**src/rtl/lcdseg_pkg.sv**
```systemverilog
package lcdseg_pkg;

    localparam logic [6:0] LCDSEG_TARGET_ADDR = 7'b0111010;

    typedef enum logic [2:0] {
        ST_IDLE,
        ST_ADDR,
        ST_ADDR_ACK,
        ST_CTRL,
        ST_CTRL_ACK,
        ST_DATA,
        ST_DATA_ACK,
        ST_IGNORE
    } bus_state_t;

endpackage

```
**src/rtl/lcdseg_bus_sense.sv**
```systemverilog
module lcdseg_bus_sense #(
    parameter int SYNC_STAGES = 2
) (
    input  logic clk,
    input  logic rst_n,
    input  logic scl_in,
    input  logic sda_in,
    output logic sda_s,
    output logic scl_rise,
    output logic scl_fall,
    output logic start_cond,
    output logic stop_cond
);

    logic [SYNC_STAGES-1:0] scl_pipe;
    logic [SYNC_STAGES-1:0] sda_pipe;
    logic                   scl_s;
    logic                   scl_q;
    logic                   sda_q;

    always_ff @(posedge clk or negedge rst_n) begin
        if (!rst_n) begin
            scl_pipe <= '1;
            sda_pipe <= '1;
            scl_q    <= 1'b1;
            sda_q    <= 1'b1;
        end else begin
            scl_pipe <= {scl_pipe[SYNC_STAGES-2:0], scl_in};
            sda_pipe <= {sda_pipe[SYNC_STAGES-2:0], sda_in};
            scl_q    <= scl_s;
            sda_q    <= sda_s;
        end
    end

    assign scl_s      = scl_pipe[SYNC_STAGES-1];
    assign sda_s      = sda_pipe[SYNC_STAGES-1];
    assign scl_rise   = scl_s & ~scl_q;
    assign scl_fall   = ~scl_s & scl_q;
    assign start_cond = scl_s & scl_q & sda_q & ~sda_s;
    assign stop_cond  = scl_s & scl_q & ~sda_q & sda_s;

endmodule

```
**src/rtl/lcdseg_byte_fsm.sv**
```systemverilog
module lcdseg_byte_fsm
    import lcdseg_pkg::*;
#(
    parameter int         DATA_W     = 8,
    parameter logic [6:0] TARGET_ADDR = LCDSEG_TARGET_ADDR
) (
    input  logic              clk,
    input  logic              rst_n,
    input  logic              sda_s,
    input  logic              scl_rise,
    input  logic              scl_fall,
    input  logic              start_cond,
    input  logic              stop_cond,
    input  logic              sel_hit,
    output logic [DATA_W-1:0] rx_byte,
    output logic              ctrl_commit,
    output logic              data_commit,
    output logic              sda_pull
);

    localparam int CNT_W = $clog2(DATA_W + 1);

    bus_state_t        state;
    bus_state_t        state_n;
    logic [CNT_W-1:0]  bit_cnt;
    logic [CNT_W-1:0]  bit_cnt_n;
    logic [DATA_W-1:0] shreg;
    logic [DATA_W-1:0] shreg_n;
    logic              byte_full;
    logic              addr_ok;
    logic              in_ack;

    assign byte_full = (bit_cnt == CNT_W'(DATA_W));
    assign addr_ok   = (shreg == {TARGET_ADDR, 1'b0});
    assign in_ack    = (state == ST_ADDR_ACK) || (state == ST_CTRL_ACK) ||
                       (state == ST_DATA_ACK);
    assign rx_byte   = shreg;

    always_comb begin
        state_n     = state;
        bit_cnt_n   = bit_cnt;
        shreg_n     = shreg;
        ctrl_commit = 1'b0;
        data_commit = 1'b0;
        if (start_cond) begin
            state_n   = ST_ADDR;
            bit_cnt_n = '0;
        end else if (stop_cond) begin
            state_n   = ST_IDLE;
            bit_cnt_n = '0;
        end else begin
            unique case (state)
                ST_IDLE, ST_IGNORE: begin
                    state_n = state;
                end
                ST_ADDR, ST_CTRL, ST_DATA: begin
                    if (scl_rise && !byte_full) begin
                        shreg_n   = {shreg[DATA_W-2:0], sda_s};
                        bit_cnt_n = bit_cnt + 1'b1;
                    end else if (scl_fall && byte_full) begin
                        bit_cnt_n = '0;
                        if (state == ST_ADDR) begin
                            state_n = addr_ok ? ST_ADDR_ACK : ST_IGNORE;
                        end else if (state == ST_CTRL) begin
                            state_n     = ST_CTRL_ACK;
                            ctrl_commit = 1'b1;
                        end else begin
                            state_n     = ST_DATA_ACK;
                            data_commit = 1'b1;
                        end
                    end
                end
                ST_ADDR_ACK: begin
                    if (scl_fall) state_n = ST_CTRL;
                end
                ST_CTRL_ACK, ST_DATA_ACK: begin
                    if (scl_fall) state_n = ST_DATA;
                end
                default: state_n = ST_IDLE;
            endcase
        end
    end

    always_ff @(posedge clk or negedge rst_n) begin
        if (!rst_n) begin
            state   <= ST_IDLE;
            bit_cnt <= '0;
            shreg   <= '0;
        end else begin
            state   <= state_n;
            bit_cnt <= bit_cnt_n;
            shreg   <= shreg_n;
        end
    end

    always_ff @(posedge clk or negedge rst_n) begin
        if (!rst_n) begin
            sda_pull <= 1'b0;
        end else if (start_cond || stop_cond) begin
            sda_pull <= 1'b0;
        end else if (state == ST_ADDR && state_n == ST_ADDR_ACK) begin
            sda_pull <= 1'b1;
        end else if (ctrl_commit) begin
            sda_pull <= 1'b1;
        end else if (data_commit) begin
            sda_pull <= sel_hit;
        end else if (in_ack && scl_fall) begin
            sda_pull <= 1'b0;
        end
    end

endmodule

```
**src/rtl/lcdseg_seg_store.sv**
```systemverilog
module lcdseg_seg_store #(
    parameter int DATA_W   = 8,
    parameter int NUM_REGS = 8,
    parameter int HW_W     = 3
) (
    input  logic                       clk,
    input  logic                       rst_n,
    input  logic [HW_W-1:0]            hw_addr,
    input  logic                       ctrl_commit,
    input  logic                       data_commit,
    input  logic [DATA_W-1:0]          rx_byte,
    output logic                       sel_hit,
    output logic                       drive_mode,
    output logic                       bank_sel,
    output logic [NUM_REGS*DATA_W-1:0] seg_flat
);

    localparam int REG_AW = $clog2(NUM_REGS);
    localparam int VEC_W  = REG_AW + HW_W;

    logic [VEC_W-1:0] vec;
    logic             hit_static;
    logic             hit_duplex;
    logic [VEC_W-1:0] vec_step;

    assign hit_static = (vec[VEC_W-1:REG_AW] == hw_addr);
    assign hit_duplex = (vec[VEC_W-2:REG_AW] == hw_addr[HW_W-2:0]);
    assign sel_hit    = drive_mode ? hit_duplex : hit_static;
    assign vec_step   = drive_mode ? VEC_W'(1) : VEC_W'(2);

    always_ff @(posedge clk or negedge rst_n) begin
        if (!rst_n) begin
            vec        <= '0;
            drive_mode <= 1'b0;
            bank_sel   <= 1'b0;
        end else if (ctrl_commit) begin
            drive_mode <= rx_byte[DATA_W-1];
            bank_sel   <= rx_byte[DATA_W-2];
            vec        <= rx_byte[VEC_W-1:0];
        end else if (data_commit) begin
            vec <= vec + vec_step;
        end
    end

    for (genvar r = 0; r < NUM_REGS; r++) begin : g_reg
        always_ff @(posedge clk or negedge rst_n) begin
            if (!rst_n) begin
                seg_flat[r*DATA_W +: DATA_W] <= '0;
            end else if (data_commit && sel_hit &&
                         vec[REG_AW-1:0] == REG_AW'(r)) begin
                seg_flat[r*DATA_W +: DATA_W] <= rx_byte;
            end
        end
    end

endmodule

```
**src/rtl/lcdseg_plane_mux.sv**
```systemverilog
module lcdseg_plane_mux #(
    parameter int DATA_W   = 8,
    parameter int NUM_REGS = 8
) (
    input  logic [NUM_REGS*DATA_W-1:0]     seg_flat,
    input  logic                           drive_mode,
    input  logic                           bank_sel,
    output logic [NUM_REGS/2*DATA_W-1:0]   plane_a,
    output logic [NUM_REGS/2*DATA_W-1:0]   plane_b
);

    for (genvar i = 0; i < NUM_REGS / 2; i++) begin : g_pair
        logic [DATA_W-1:0] even_b;
        logic [DATA_W-1:0] odd_b;
        assign even_b = seg_flat[(2*i)*DATA_W +: DATA_W];
        assign odd_b  = seg_flat[(2*i+1)*DATA_W +: DATA_W];
        always_comb begin
            if (drive_mode) begin
                plane_a[i*DATA_W +: DATA_W] = even_b;
                plane_b[i*DATA_W +: DATA_W] = odd_b;
            end else begin
                plane_a[i*DATA_W +: DATA_W] = bank_sel ? odd_b : even_b;
                plane_b[i*DATA_W +: DATA_W] = '0;
            end
        end
    end

endmodule

```
**src/rtl/lcdseg_i2c_driver.sv**
```systemverilog
module lcdseg_i2c_driver
    import lcdseg_pkg::*;
#(
    parameter int         DATA_W      = 8,
    parameter int         NUM_REGS    = 8,
    parameter int         HW_W        = 3,
    parameter int         SYNC_STAGES = 2,
    parameter logic [6:0] TARGET_ADDR = LCDSEG_TARGET_ADDR
) (
    input  logic                         clk,
    input  logic                         rst_n,
    input  logic                         scl_in,
    input  logic                         sda_in,
    input  logic [HW_W-1:0]              hw_addr,
    output logic                         sda_pull,
    output logic [NUM_REGS*DATA_W-1:0]   seg_regs,
    output logic                         drive_mode,
    output logic                         bank_sel,
    output logic [NUM_REGS/2*DATA_W-1:0] plane_a,
    output logic [NUM_REGS/2*DATA_W-1:0] plane_b
);

    logic              sda_s;
    logic              scl_rise;
    logic              scl_fall;
    logic              start_cond;
    logic              stop_cond;
    logic              sel_hit;
    logic              ctrl_commit;
    logic              data_commit;
    logic [DATA_W-1:0] rx_byte;

    lcdseg_bus_sense #(
        .SYNC_STAGES(SYNC_STAGES)
    ) u_sense (
        .clk        (clk),
        .rst_n      (rst_n),
        .scl_in     (scl_in),
        .sda_in     (sda_in),
        .sda_s      (sda_s),
        .scl_rise   (scl_rise),
        .scl_fall   (scl_fall),
        .start_cond (start_cond),
        .stop_cond  (stop_cond)
    );

    lcdseg_byte_fsm #(
        .DATA_W     (DATA_W),
        .TARGET_ADDR(TARGET_ADDR)
    ) u_fsm (
        .clk         (clk),
        .rst_n       (rst_n),
        .sda_s       (sda_s),
        .scl_rise    (scl_rise),
        .scl_fall    (scl_fall),
        .start_cond  (start_cond),
        .stop_cond   (stop_cond),
        .sel_hit     (sel_hit),
        .rx_byte     (rx_byte),
        .ctrl_commit (ctrl_commit),
        .data_commit (data_commit),
        .sda_pull    (sda_pull)
    );

    lcdseg_seg_store #(
        .DATA_W  (DATA_W),
        .NUM_REGS(NUM_REGS),
        .HW_W    (HW_W)
    ) u_store (
        .clk         (clk),
        .rst_n       (rst_n),
        .hw_addr     (hw_addr),
        .ctrl_commit (ctrl_commit),
        .data_commit (data_commit),
        .rx_byte     (rx_byte),
        .sel_hit     (sel_hit),
        .drive_mode  (drive_mode),
        .bank_sel    (bank_sel),
        .seg_flat    (seg_regs)
    );

    lcdseg_plane_mux #(
        .DATA_W  (DATA_W),
        .NUM_REGS(NUM_REGS)
    ) u_mux (
        .seg_flat   (seg_regs),
        .drive_mode (drive_mode),
        .bank_sel   (bank_sel),
        .plane_a    (plane_a),
        .plane_b    (plane_b)
    );

endmodule

```
**config.mk**
```make
export PLATFORM = sky130hd
export DESIGN_NAME = lcdseg_i2c_driver
export DESIGN_NICKNAME = d
export VERILOG_FILES = /design/src/rtl/lcdseg_pkg.sv /design/src/rtl/lcdseg_bus_sense.sv /design/src/rtl/lcdseg_byte_fsm.sv /design/src/rtl/lcdseg_seg_store.sv /design/src/rtl/lcdseg_plane_mux.sv /design/src/rtl/lcdseg_i2c_driver.sv
export SDC_FILE = /design/constraint.sdc
export NUM_CORES = 1
export LEC_CHECK = 0
export ABC_AREA = 1
export BUFFER_PORTS_ARGS = -buffer_cell sky130_fd_sc_hd__clkbuf_2
export CORE_UTILIZATION = 52
export CTS_CLUSTER_SIZE = 16
export DETAILED_ROUTE_END_ITERATION = 12
export HOLD_SLACK_MARGIN = 0.15
export PLACE_DENSITY = 0.8
export SLEW_MARGIN = 20
export SYNTH_ARGS = -nofsm -noshare
export SYNTH_HDL_FRONTEND = slang
export SYNTH_SLANG_ARGS = --single-unit
```
**constraint.sdc**
```tcl
create_clock -name clk -period 2.1 [get_ports clk]
set_input_delay 0.21 -clock clk [delete_from_list [all_inputs] [get_ports clk]]
set_output_delay 0.21 -clock clk [all_outputs]
set_load 0.03 [all_outputs]
```
==> results.sh, run 1 <==
export IMPL_start_kind="flip-flop"
export IMPL_grt_use_total_pct=26.36
export IMPL_cts_root_buffer="clkbuf_8"
export IMPL_p_seq_share_pct=59.2
export IMPL_synth_compound_area_share_pct=3.430
export IMPL_synth_cells=595
export IMPL_drt_total_wl_um=12260
export IMPL_finalCriticalPeriod_ns=2.018
export IMPL_slowest_stage="dfrtp_2"
export IMPL_hold_violations=0
export IMPL_synth_simple_area_share_pct=29.68
export IMPL_use_met2_pct=45.67
export IMPL_tns_ns=0
export IMPL_power_switching_uw=1276
export IMPL_layout_commonest_cell="nand2_1"
export IMPL_ys_warn_count=0
export IMPL_worstReg2RegEnd="u_store.seg_flat[40]"
export IMPL_clock_sinks=94
export IMPL_ys_seq_area_share_pct=48.63
export IMPL_boundaryPins=138
export IMPL_dr_pass1_iters=5
export IMPL_antenna_found_initial=0
export IMPL_slew_viol_final=0
export IMPL_grt_max_degree=95
export IMPL_holdWs_ns=0.3590
export IMPL_worstMarginPinSlew_ns=0.5437
export IMPL_die_height_um=98.60
export IMPL_slew_headroom_pct=63.75
export IMPL_critPathMaxStageDelay_ns=0.42
export IMPL_worstHoldPathCells=0
export IMPL_syn_to_final_growth_pct=21.56
export IMPL_mostFrequentLayoutCells="218 x nand2_1, 136 x clkbuf_2, 87 x dfrtp_1"
export IMPL_use_met1_pct=33.60
export IMPL_p_leak_uw=0.003695
export IMPL_ir_drop_mv=0.4141
export IMPL_synth_cell_area_mm2=0.004852
export IMPL_grt_pass1_vias=4136
export IMPL_antenna_left=0
export IMPL_cts_buffer_depth=2
export IMPL_final_util_pct=66.34
export IMPL_die_area_mm2=0.009721
export IMPL_r2r_worst_path_cells=12
export IMPL_post_cts_buffers=0
export IMPL_cts_tree="built"
export IMPL_rows=34
export IMPL_num_antenna_cells=0
export IMPL_multiInputGateArea_mm2=0.002101
export IMPL_start_util_pct=54.57
export IMPL_post_route_period_util_pct=96.08
export IMPL_clk_pin_slew_ns=0.09
export IMPL_grt_pass1_wl_um=20210
export IMPL_critPathKind="flip-flop to primary output"
export IMPL_synthMuxAreaShare_pct=7.427
export IMPL_cp_required_ns=1.89
export IMPL_min_delay_start="u_sense.sda_pipe[0]"
export IMPL_status="completed"
export IMPL_rsz0062_at_grt="false"
export IMPL_wl_per_cell_um=14.46
export IMPL_p_clk_share_pct=28.6
export IMPL_min_to="u_sense.sda_pipe[1]"
export IMPL_die_w_um=98.60
export IMPL_setup_viol=0
export IMPL_cts_buffers=9
export IMPL_path_buf_inv=3
export IMPL_grt_ovfl_total=0
export IMPL_use_met3_pct=2.766
export IMPL_fillers=741
export IMPL_crit_chain="inv_1, nand2_1, buf_8, mux2_2, clkbuf_2"
export IMPL_final_layout_size_suffix_gt1_share_pct=30.81
export IMPL_vias=4432
export IMPL_insertion_delay_ns=0.37
export IMPL_regArea_mm2=0.002361
export IMPL_synth_top_family_by_area="simple AND/OR/NAND/NOR gates"
export IMPL_r2r_start="u_fsm.bit_cnt[0]"
export IMPL_ys_types=30
export IMPL_critPathArrivalTime_ns=1.81
export IMPL_rrSetupSlack_ns=0.20
export IMPL_drc_errors=0
export IMPL_internal_power_uw=2514
export IMPL_clock_fmax_ghz=0.4956
export IMPL_fin_nets=747
export IMPL_busiest_layer="met2"
export IMPL_portBuffers=137
export IMPL_hold_class="flip-flop to flip-flop"
export IMPL_h_tree_depth=3
export IMPL_combinationalPowerShare_pct=12.2
export IMPL_ys_seq_elements=94
export IMPL_dp_hpwl_um=8749
export IMPL_synth_nets=607
export IMPL_synth_area_per_cell_um2=8.155
export IMPL_p_per_area_mw_per_mm2=642.5
export IMPL_synthAdderAreaFrac_pct=1.444
export IMPL_gp_congestion=0.8151
export IMPL_via_per_inst=5.226
export IMPL_skew_ns=0.009772
export IMPL_cp_top_family="buffers and inverters"
export IMPL_critPathCaptureType="primary output"
export IMPL_p_sw_share_pct=33.66
export IMPL_synth_xor_area_share_pct=1.264
export IMPL_drt_iter0_drc=265
export IMPL_core_mm2=0.008891
export IMPL_drv_cap=0
export IMPL_critical_path_peak_fanout=21
-- what timing repair did --
item	CTS	global route
hold buffers	3	0
resized for setup	2	2
endpoints found under the hold margin	90	0
endpoints found under the setup margin	21	33
-- worst register-to-register path: cells and delay by family (launching register included) --
| kind | cells | cell delay, ns |
|---|---|---|
| flops | 1 | 0.40 |
| fa+ha+maj | 1 | 0.18 |
| buf+inv | 4 | 0.57 |
| simple gates | 7 | 0.66 |
-- cell usage after synthesis (all sizes together) --
master	instances	share of area, %
o21ai	15	1.5
clkinv	1	0.077
nand3	80	8.4
dfrtp	88	45
ha	4	1.0
buf	15	2.1
inv	65	5.1
o211ai	6	0.93
a21oi	6	0.70
nand3b	1	0.15
dfstp	6	3.2
o22ai	1	0.13
clkbuf	11	0.85
fa	1	0.41
xor2	4	0.72
nor2	27	2.5
mux2	32	7.4
nand2	226	18
a31oi	1	0.13
nor3	2	0.21
xnor2	3	0.54
-- metrics by stage --
stage               area, um2  std cells  worst slack, ns  power, uW
floorplan                4852        595           0.2939       2480
global placement         5682        829           0.3337       2680
detailed placement       5682        829           0.2310       2728
CTS                      5894        848         0.006080       3810
global route             5898        848          0.01290       3969
finish                   5898        848          0.08239       3790
-- layout make-up --
class / count / area share, %
well taps: 108 / 2.291
inverters: 66 / 4.243
multi-input cells: 409 / 35.62
clock buffers: 10 / 2.164
flip-flops and latches: 94 / 40.03
clock inverters: 6 / 0.8061
repair buffers: 155 / 14.85
-- worst max path at each step --
stage	startpoint	cells after the start	slack (ns)	end
2_1_floorplan	u_store.drive_mode	5	0.29	plane_a[0]
3_3_place_gp	u_fsm.bit_cnt[0]	12	0.33	u_store.seg_flat[42]
3_5_place_dp	u_fsm.bit_cnt[0]	12	0.23	u_store.seg_flat[40]
4_1_cts	u_store.drive_mode	5	0.006	plane_a[31]
5_1_grt	u_store.drive_mode	5	0.01	plane_a[24]
6_report	u_store.drive_mode	5	0.08	plane_a[31]
-- power groups by stage --
stage               clock, uW  combinational [uW]  sequential (uW)
floorplan                   0                 449             2030
global placement            0                 427             2250
detailed placement          0                 458             2270
CTS                      1110                 465             2230
global route             1180                 531             2260
finish                   1090                 463             2240
-- per-layer routing --
layer | up-vias | routed length [um]
met3 | 23 | 587
li1 | 2155 | -
met2 | 174 | 6144
met1 | 2080 | 5236
met4 | 0 | 291
met5 | - | 0
-- flip-flops by register name, indices dropped and copies added, names as in the netlist, 2 cells and up --
name and cells:
u_store.vec 6, u_fsm.state 3, u_store.seg_flat 64, u_sense.sda_pipe 2
u_sense.scl_pipe 2, u_fsm.rx_byte 8, u_fsm.bit_cnt 4
-- kinds of logic (layout without fill, tap and decap cells) --
group	Yosys count	count (layout)
AOI/OAI and AO/OA	29	29
and+or+nand+nor	336	336
DFF	94	94
xor gates and xnor gates	7	7
muxes	32	32
buffers and inverters	92	237
adders and majority gates	5	5
No activity file was read; power rests on OpenSTA's default activity.
==> inputs of run 2 (changes only) <==
- ABC_AREA: 1 -> default
==> results.sh, run 2 <==
export IMPL_fillers=611
export IMPL_drt_total_wl_um=11780
export IMPL_grt_pass1_vias=3575
export IMPL_synth_most_common_cell="mux2_2"
export IMPL_synth_area_per_cell_um2=12.96
export IMPL_synth_top_cell_area_share_pct=46.92
export IMPL_placed_cell_area_mm2=0.005680
export IMPL_final_util_pct=68.74
export IMPL_cp_required_ns=2.34
export IMPL_finalNonFillerCells=633
export IMPL_min_to="u_sense.sda_pipe[1]"
export IMPL_cts_root_buffer="clkbuf_8"
export IMPL_portBuffers=137
export IMPL_h_tree_depth=3
export IMPL_ys_warn_count=0
export IMPL_p_leak_uw=0.003192
export IMPL_status="finished with violations"
export IMPL_clk_pin_slew_ns=0.09
export IMPL_antenna_found_initial=0
export IMPL_dr_pass1_iters=4
export IMPL_synth_area_leaders="dfrtp_1 47%, mux2_2 25%, and2_1 4.3%"
export IMPL_cts_buffer_depth=2
export IMPL_synth_cell_area_mm2=0.004693
export IMPL_worstHoldPathCells=0
export IMPL_gp_congestion=0.8504
export IMPL_grt_pass1_wl_um=18800
export IMPL_rows=34
export IMPL_grt_max_degree=53
export IMPL_synth_async_reset_ratio_pct=100.0
export IMPL_hold_class="flip-flop to flip-flop"
export IMPL_p_per_area_mw_per_mm2=651.9
export IMPL_clock_sinks=94
export IMPL_finalCriticalPeriod_ns=2.182
export IMPL_final_layout_size_suffix_gt1_share_pct=57.90
export IMPL_ys_seq_elements=94
export IMPL_antenna_left=0
export IMPL_synth_cells=362
export IMPL_ir_drop_mv=0.3972
export IMPL_fin_nets=532
export IMPL_start_util_pct=53.82
export IMPL_syn_to_final_growth_pct=27.73
export IMPL_cts_buffers=9
export IMPL_rsz0062_at_grt="true"
export IMPL_slew_viol_final=0
export IMPL_layout_commonest_cell="clkbuf_2"
export IMPL_yosys_top_cells_count="105 x mux2_2, 88 x dfrtp_1, 32 x and2_1, 11 x nand2_1, 10 x inv_1"
export IMPL_dp_hpwl_um=7888
export IMPL_r2r_start="u_fsm.bit_cnt[0]"
export IMPL_synth_ff_type="dfrtp_1"
export IMPL_wl_per_cell_um=18.61
export IMPL_num_antenna_cells=0
export IMPL_violations="setup timing"
export IMPL_critical_path_peak_fanout=11
export IMPL_hold_violations=0
export IMPL_rrSetupSlack_ns=-0.08
export IMPL_die_w_um=97
export IMPL_die_height_um=97
export IMPL_cp_startpoint="u_fsm.bit_cnt[0]"
export IMPL_post_route_period_util_pct=103.9
export IMPL_fin_area_mm2=0.005995
export IMPL_drt_iter0_drc=166
export IMPL_place_inst=613
export IMPL_drc_errors=0
export IMPL_ys_seq_area_share_pct=50.28
export IMPL_worstReg2RegEnd="u_store.seg_flat[0]"
export IMPL_slew_headroom_pct=62.16
export IMPL_worstMarginPinSlew_ns=0.5676
export IMPL_cts_tree="built"
export IMPL_vias=3544
export IMPL_r2r_worst_path_cells=7
export IMPL_core_mm2=0.008721
export IMPL_synth_nets=374
export IMPL_die_area_mm2=0.009409
export IMPL_mostFrequentLayoutCells="136 x clkbuf_2, 105 x mux2_2, 87 x dfrtp_1"
export IMPL_pre_cts_slack_ns=-0.05134
export IMPL_synth_top_area_cell="dfrtp_1"
export IMPL_skew_ns=0.01137
export IMPL_min_delay_start="u_sense.sda_pipe[0]"
export IMPL_critPathCaptureType="flip-flop"
export IMPL_synth_edf_count=0
export IMPL_start_kind="flip-flop"
export IMPL_largest_register_ffs=64
export IMPL_boundaryPins=138
export IMPL_grt_ovfl_total=0
export IMPL_critPathArrivalTime_ns=2.42
export IMPL_regMostFlops="u_store.seg_flat"
export IMPL_grt_use_total_pct=25.20
export IMPL_worst_slack_ns=-0.08221
export IMPL_ys_types=43
export IMPL_via_per_inst=5.599
export IMPL_setup_viol=48
export IMPL_critPathKind="flip-flop to flip-flop"
export IMPL_clock_fmax_ghz=0.4583
export IMPL_insertion_delay_ns=0.35
export IMPL_drv_cap=0
==> run 2: cell count changes in the layout (fill, tap and decap cells not counted), sizes merged, moves of 5 or more <==
cell | previous run | this run
nand2 | 226 | 11
mux2 | 32 | 106
nand3 | 80 | 7
inv | 66 | 10
and2 | 0 | 32
nor2 | 27 | 6
buf | 16 | 26
nor4 | 0 | 9
o21ai | 15 | 8
a221o | 0 | 5
==> run 2: cell type report <==
class,instances,area [um2],area share [%]
clock inverters,5,82.58,1.378
repair buffers,166,1007,16.80
inverters,10,37.54,0.6262
multi-input cells,239,2230,37.19
well taps,108,135.1,2.254
clock buffers,11,141.4,2.359
flip-flops and latches,94,2361,39.39
==> run 2: what timing repair did <==
| action | 4_1_cts | 5_1_grt |
|---|---|---|
| hold buffers | 3 | 0 |
| endpoints found under the setup margin | 94 | 94 |
| hold endpoints to repair | 38 | 0 |
| gates cloned | 0 | 1 |
| setup buffers | 0 | 0 |
| pin swaps | 0 | 1 |
| resized for setup | 10 | 1 |
==> run 2: power by group <==
part / switching (uW) / internal, uW
registers: 279 / 1910
logic: 206 / 183
clock network: 625 / 704
total: 1110 / 2800
==> run 2: metal layers <==
| metal | share of wire [%] | up-vias | GRT usage (%) |
|---|---|---|---|
| li1 | - | 1611 | - |
| met3 | 4.8 | 11 | 4.263 |
| met1 | 43 | 1807 | 32.17 |
| met5 | 0 | - | 0 |
| met2 | 51 | 115 | 43.82 |
| met4 | 1.4 | 0 | 7.692 |
==> run 2: worst max-delay path by stage <==
stage / end
2_1_floorplan: u_store.seg_flat[32]
3_3_place_gp: u_store.seg_flat[34]
3_5_place_dp: u_store.seg_flat[51]
4_1_cts: u_store.seg_flat[0]
5_1_grt: u_store.seg_flat[0]
6_report: u_store.seg_flat[0]
==> run 2: critical path, cell delays in order, from the launching register on <==
cell and delay, ns:
dfrtp_1 0.39, inv_1 0.06, ha_1 0.16, nand4b_1 0.14, or3b_4 0.54, nor4_4 0.28, buf_12 0.17, mux2_2 0.33
==> run 2: through the flow <==
step	total power (uW)	hold WS [ns]	setup TNS [ns]
floorplan	2338	-0.08559	-5.317
global placement	2567	0.2355	0
detailed placement	2600	0.2367	-1.425
CTS	3911	0.3659	-0.8093
global route	4043	0.3710	-6.199
finish	3908	0.3659	-1.112
==> run 2: logic make-up (layout without fill, tap and decap cells) <==
| family | count (synthesis) | in the layout | synth area share, % |
|---|---|---|---|
| XOR/XNOR | 5 | 5 | 0.9333 |
| flip-flops | 94 | 94 | 50.28 |
| AO/OA/AOI/OAI | 30 | 30 | 4.559 |
| multiplexers | 110 | 110 | 26.29 |
| buffers and inverters | 29 | 192 | 2.506 |
| adder cells (fa/ha/maj) | 5 | 5 | 1.493 |
| AND/OR/NAND/NOR | 89 | 89 | 13.94 |
==> inputs of run 3 (changes only) <==
- BUFFER_PORTS_ARGS: -buffer_cell sky130_fd_sc_hd__clkbuf_2 -> default
- CORE_UTILIZATION: 52 -> 63
- DONT_BUFFER_PORTS: default -> 1
- PLACE_DENSITY: 0.8 -> 0.79
- SLEW_MARGIN: 20 -> 25
==> results.sh, run 3 (synthesis gave the netlist of run 2 again) <==
export IMPL_fillers=526
export IMPL_drt_total_wl_um=9703
export IMPL_holdWs_ns=-0.4484
export IMPL_die_w_um=88.31
export IMPL_pre_cts_slack_ns=-0.01473
export IMPL_grt_max_degree=95
export IMPL_crit_chain="inv_1, ha_1, nand4b_1, or3b_4, nor4_4, buf_6, mux2_2"
export IMPL_insertion_delay_ns=0.34
export IMPL_finalPower_uw=3603
export IMPL_num_antenna_cells=0
export IMPL_antenna_found_initial=0
export IMPL_drv_cap=0
export IMPL_via_per_inst=6.163
export IMPL_syn_to_final_growth_pct=11.38
export IMPL_cts_buffers=9
export IMPL_r2r_start="u_fsm.bit_cnt[0]"
export IMPL_rows=31
export IMPL_grt_use_total_pct=26.15
export IMPL_skew_ns=0.009741
export IMPL_cp_required_ns=2.33
export IMPL_antenna_left=0
export IMPL_final_layout_size_suffix_gt1_share_pct=43.48
export IMPL_die_area_mm2=0.007799
export IMPL_cts_hold_buffers=2
export IMPL_critical_path_peak_fanout=9
export IMPL_critPathArrivalTime_ns=2.35
export IMPL_worst_slack_ns=-0.01572
export IMPL_worstReg2RegEnd="u_store.seg_flat[15]"
export IMPL_wl_per_cell_um=19.80
export IMPL_slew_viol_final=0
export IMPL_largest_register_ffs=64
export IMPL_finalNonFillerCells=490
export IMPL_cp_top_family="simple AND/OR/NAND/NOR gates"
export IMPL_placed_cell_area_mm2=0.004971
export IMPL_p_leak_uw=0.002547
export IMPL_start_util_pct=65.05
export IMPL_rsz0062_at_grt="true"
export IMPL_die_height_um=88.31
export IMPL_start_kind="flip-flop"
export IMPL_p_per_area_mw_per_mm2=689.2
export IMPL_regMostFlops="u_store.seg_flat"
export IMPL_critPathCaptureType="flip-flop"
export IMPL_slew_headroom_pct=65.22
export IMPL_hold_class="input port to async pin"
export IMPL_portBuffers=0
export IMPL_mostFrequentLayoutCells="105 x mux2_2, 87 x dfrtp_1, 32 x and2_1"
export IMPL_status="finished with violations"
export IMPL_critPathKind="flip-flop to flip-flop"
export IMPL_post_route_period_util_pct=100.7
export IMPL_worstMarginPinSlew_ns=0.5216
export IMPL_violations="hold timing, setup timing"
export IMPL_cp_startpoint="u_fsm.bit_cnt[0]"
export IMPL_clk_pin_slew_ns=0.09
export IMPL_boundaryPins=138
export IMPL_drc_errors=0
export IMPL_tns_ns=-0.07876
export IMPL_clock_sinks=94
export IMPL_cts_buffer_depth=2
export IMPL_critPathMaxStageDelay_ns=0.53
export IMPL_slowest_stage="or3b_4"
export IMPL_drt_iter0_drc=172
export IMPL_fin_nets=399
export IMPL_grt_ovfl_total=0
export IMPL_ir_drop_mv=0.4405
export IMPL_place_inst=469
export IMPL_core_mm2=0.007214
export IMPL_finalCriticalPeriod_ns=2.116
export IMPL_cts_tree="built"
export IMPL_clock_fmax_ghz=0.4727
export IMPL_r2r_worst_path_cells=7
export IMPL_path_buf_inv=2
export IMPL_gp_congestion=0.8529
export IMPL_layout_commonest_cell="mux2_2"
export IMPL_dr_pass1_iters=4
export IMPL_cts_root_buffer="clkbuf_8"
export IMPL_crit_end="u_store.seg_flat[15]"
export IMPL_h_tree_depth=3
export IMPL_grt_pass1_wl_um=15190
export IMPL_dp_hpwl_um=6530
export IMPL_hold_violations=94
export IMPL_grt_pass1_vias=2957
export IMPL_fin_area_mm2=0.005228
export IMPL_rrSetupSlack_ns=-0.02
export IMPL_cp_depth=7
export IMPL_vias=3020
export IMPL_setup_viol=13
[run 3: cell types whose count changed in the layout (fill, tap and decap cells not counted), moves of 2 or more]
cell | before | now
bufinv_16 | 2 | 0
inv_6 | 0 | 2
buf_12 | 4 | 2
buf_4 | 15 | 22
clkbuf_2 | 136 | 0
[run 3: metrics by stage]
| step | utilization [%] | hold slack [ns] |
|---|---|---|
| 2_1_floorplan | - | -0.08559 |
| 3_3_place_gp | 68.90 | -0.08165 |
| 3_5_place_dp | 68.90 | -0.08264 |
| 4_1_cts | 72.04 | -0.4741 |
| 5_1_grt | 72.46 | -0.4832 |
| 6_report | 72.46 | -0.4484 |
[run 3: cell type report]
class / count / area, um2 / share of cell area [%]
sequential: 94 / 2361 / 45.17
multi-input combinational: 239 / 2222 / 42.51
timing repair buffer: 33 / 304.0 / 5.816
clock buffer: 10 / 137.6 / 2.633
tap: 99 / 123.9 / 2.370
clock inverter: 5 / 41.29 / 0.7899
inverter: 10 / 37.54 / 0.7180
[run 3: worst min-delay path by stage]
stage,start,endpoint,slack [ns],cells after the start
floorplan,rst_n,u_fsm.bit_cnt[0],-0.09,0
global placement,rst_n,u_store.vec[5],-0.08,0
detailed placement,rst_n,u_fsm.state[1],-0.08,0
CTS,rst_n,u_store.seg_flat[8],-0.47,0
global route,rst_n,u_store.seg_flat[0],-0.48,0
finish,rst_n,u_store.vec[4],-0.45,0
[run 3: routing by layer]
| metal | track usage, % | wire length (um) | vias up |
|---|---|---|---|
| met5 | 0 | 0 | - |
| met3 | 6.437 | 614 | 2 |
| met2 | 41.54 | 4867 | 115 |
| met1 | 35.94 | 4183 | 1555 |
| li1 | - | - | 1348 |
| met4 | 7.625 | 37 | 0 |
[run 3: repair_timing]
action / CTS / global route
resized for setup: 6 / 2
setup endpoints to repair: 78 / 96
hold endpoints to repair: 96 / 94
pin swaps: 0 / 0
buffers inserted: 1 / 3
[run 3: worst register-to-register path, delay by kind of cell, from the launching register on]
kind | cells | cell delay (ns)
adder cells (fa/ha/maj) | 1 | 0.16
buffers and inverters | 2 | 0.25
flip-flops | 1 | 0.38
multiplexers | 1 | 0.34
AND/OR/NAND/NOR | 3 | 0.88
[run 3: report_power, final]
group	switching (uW)	internal [uW]	leakage [uW]
clock	621	467	0.0000854
combinational	161	173	0.00120
sequential	271	1910	0.00126
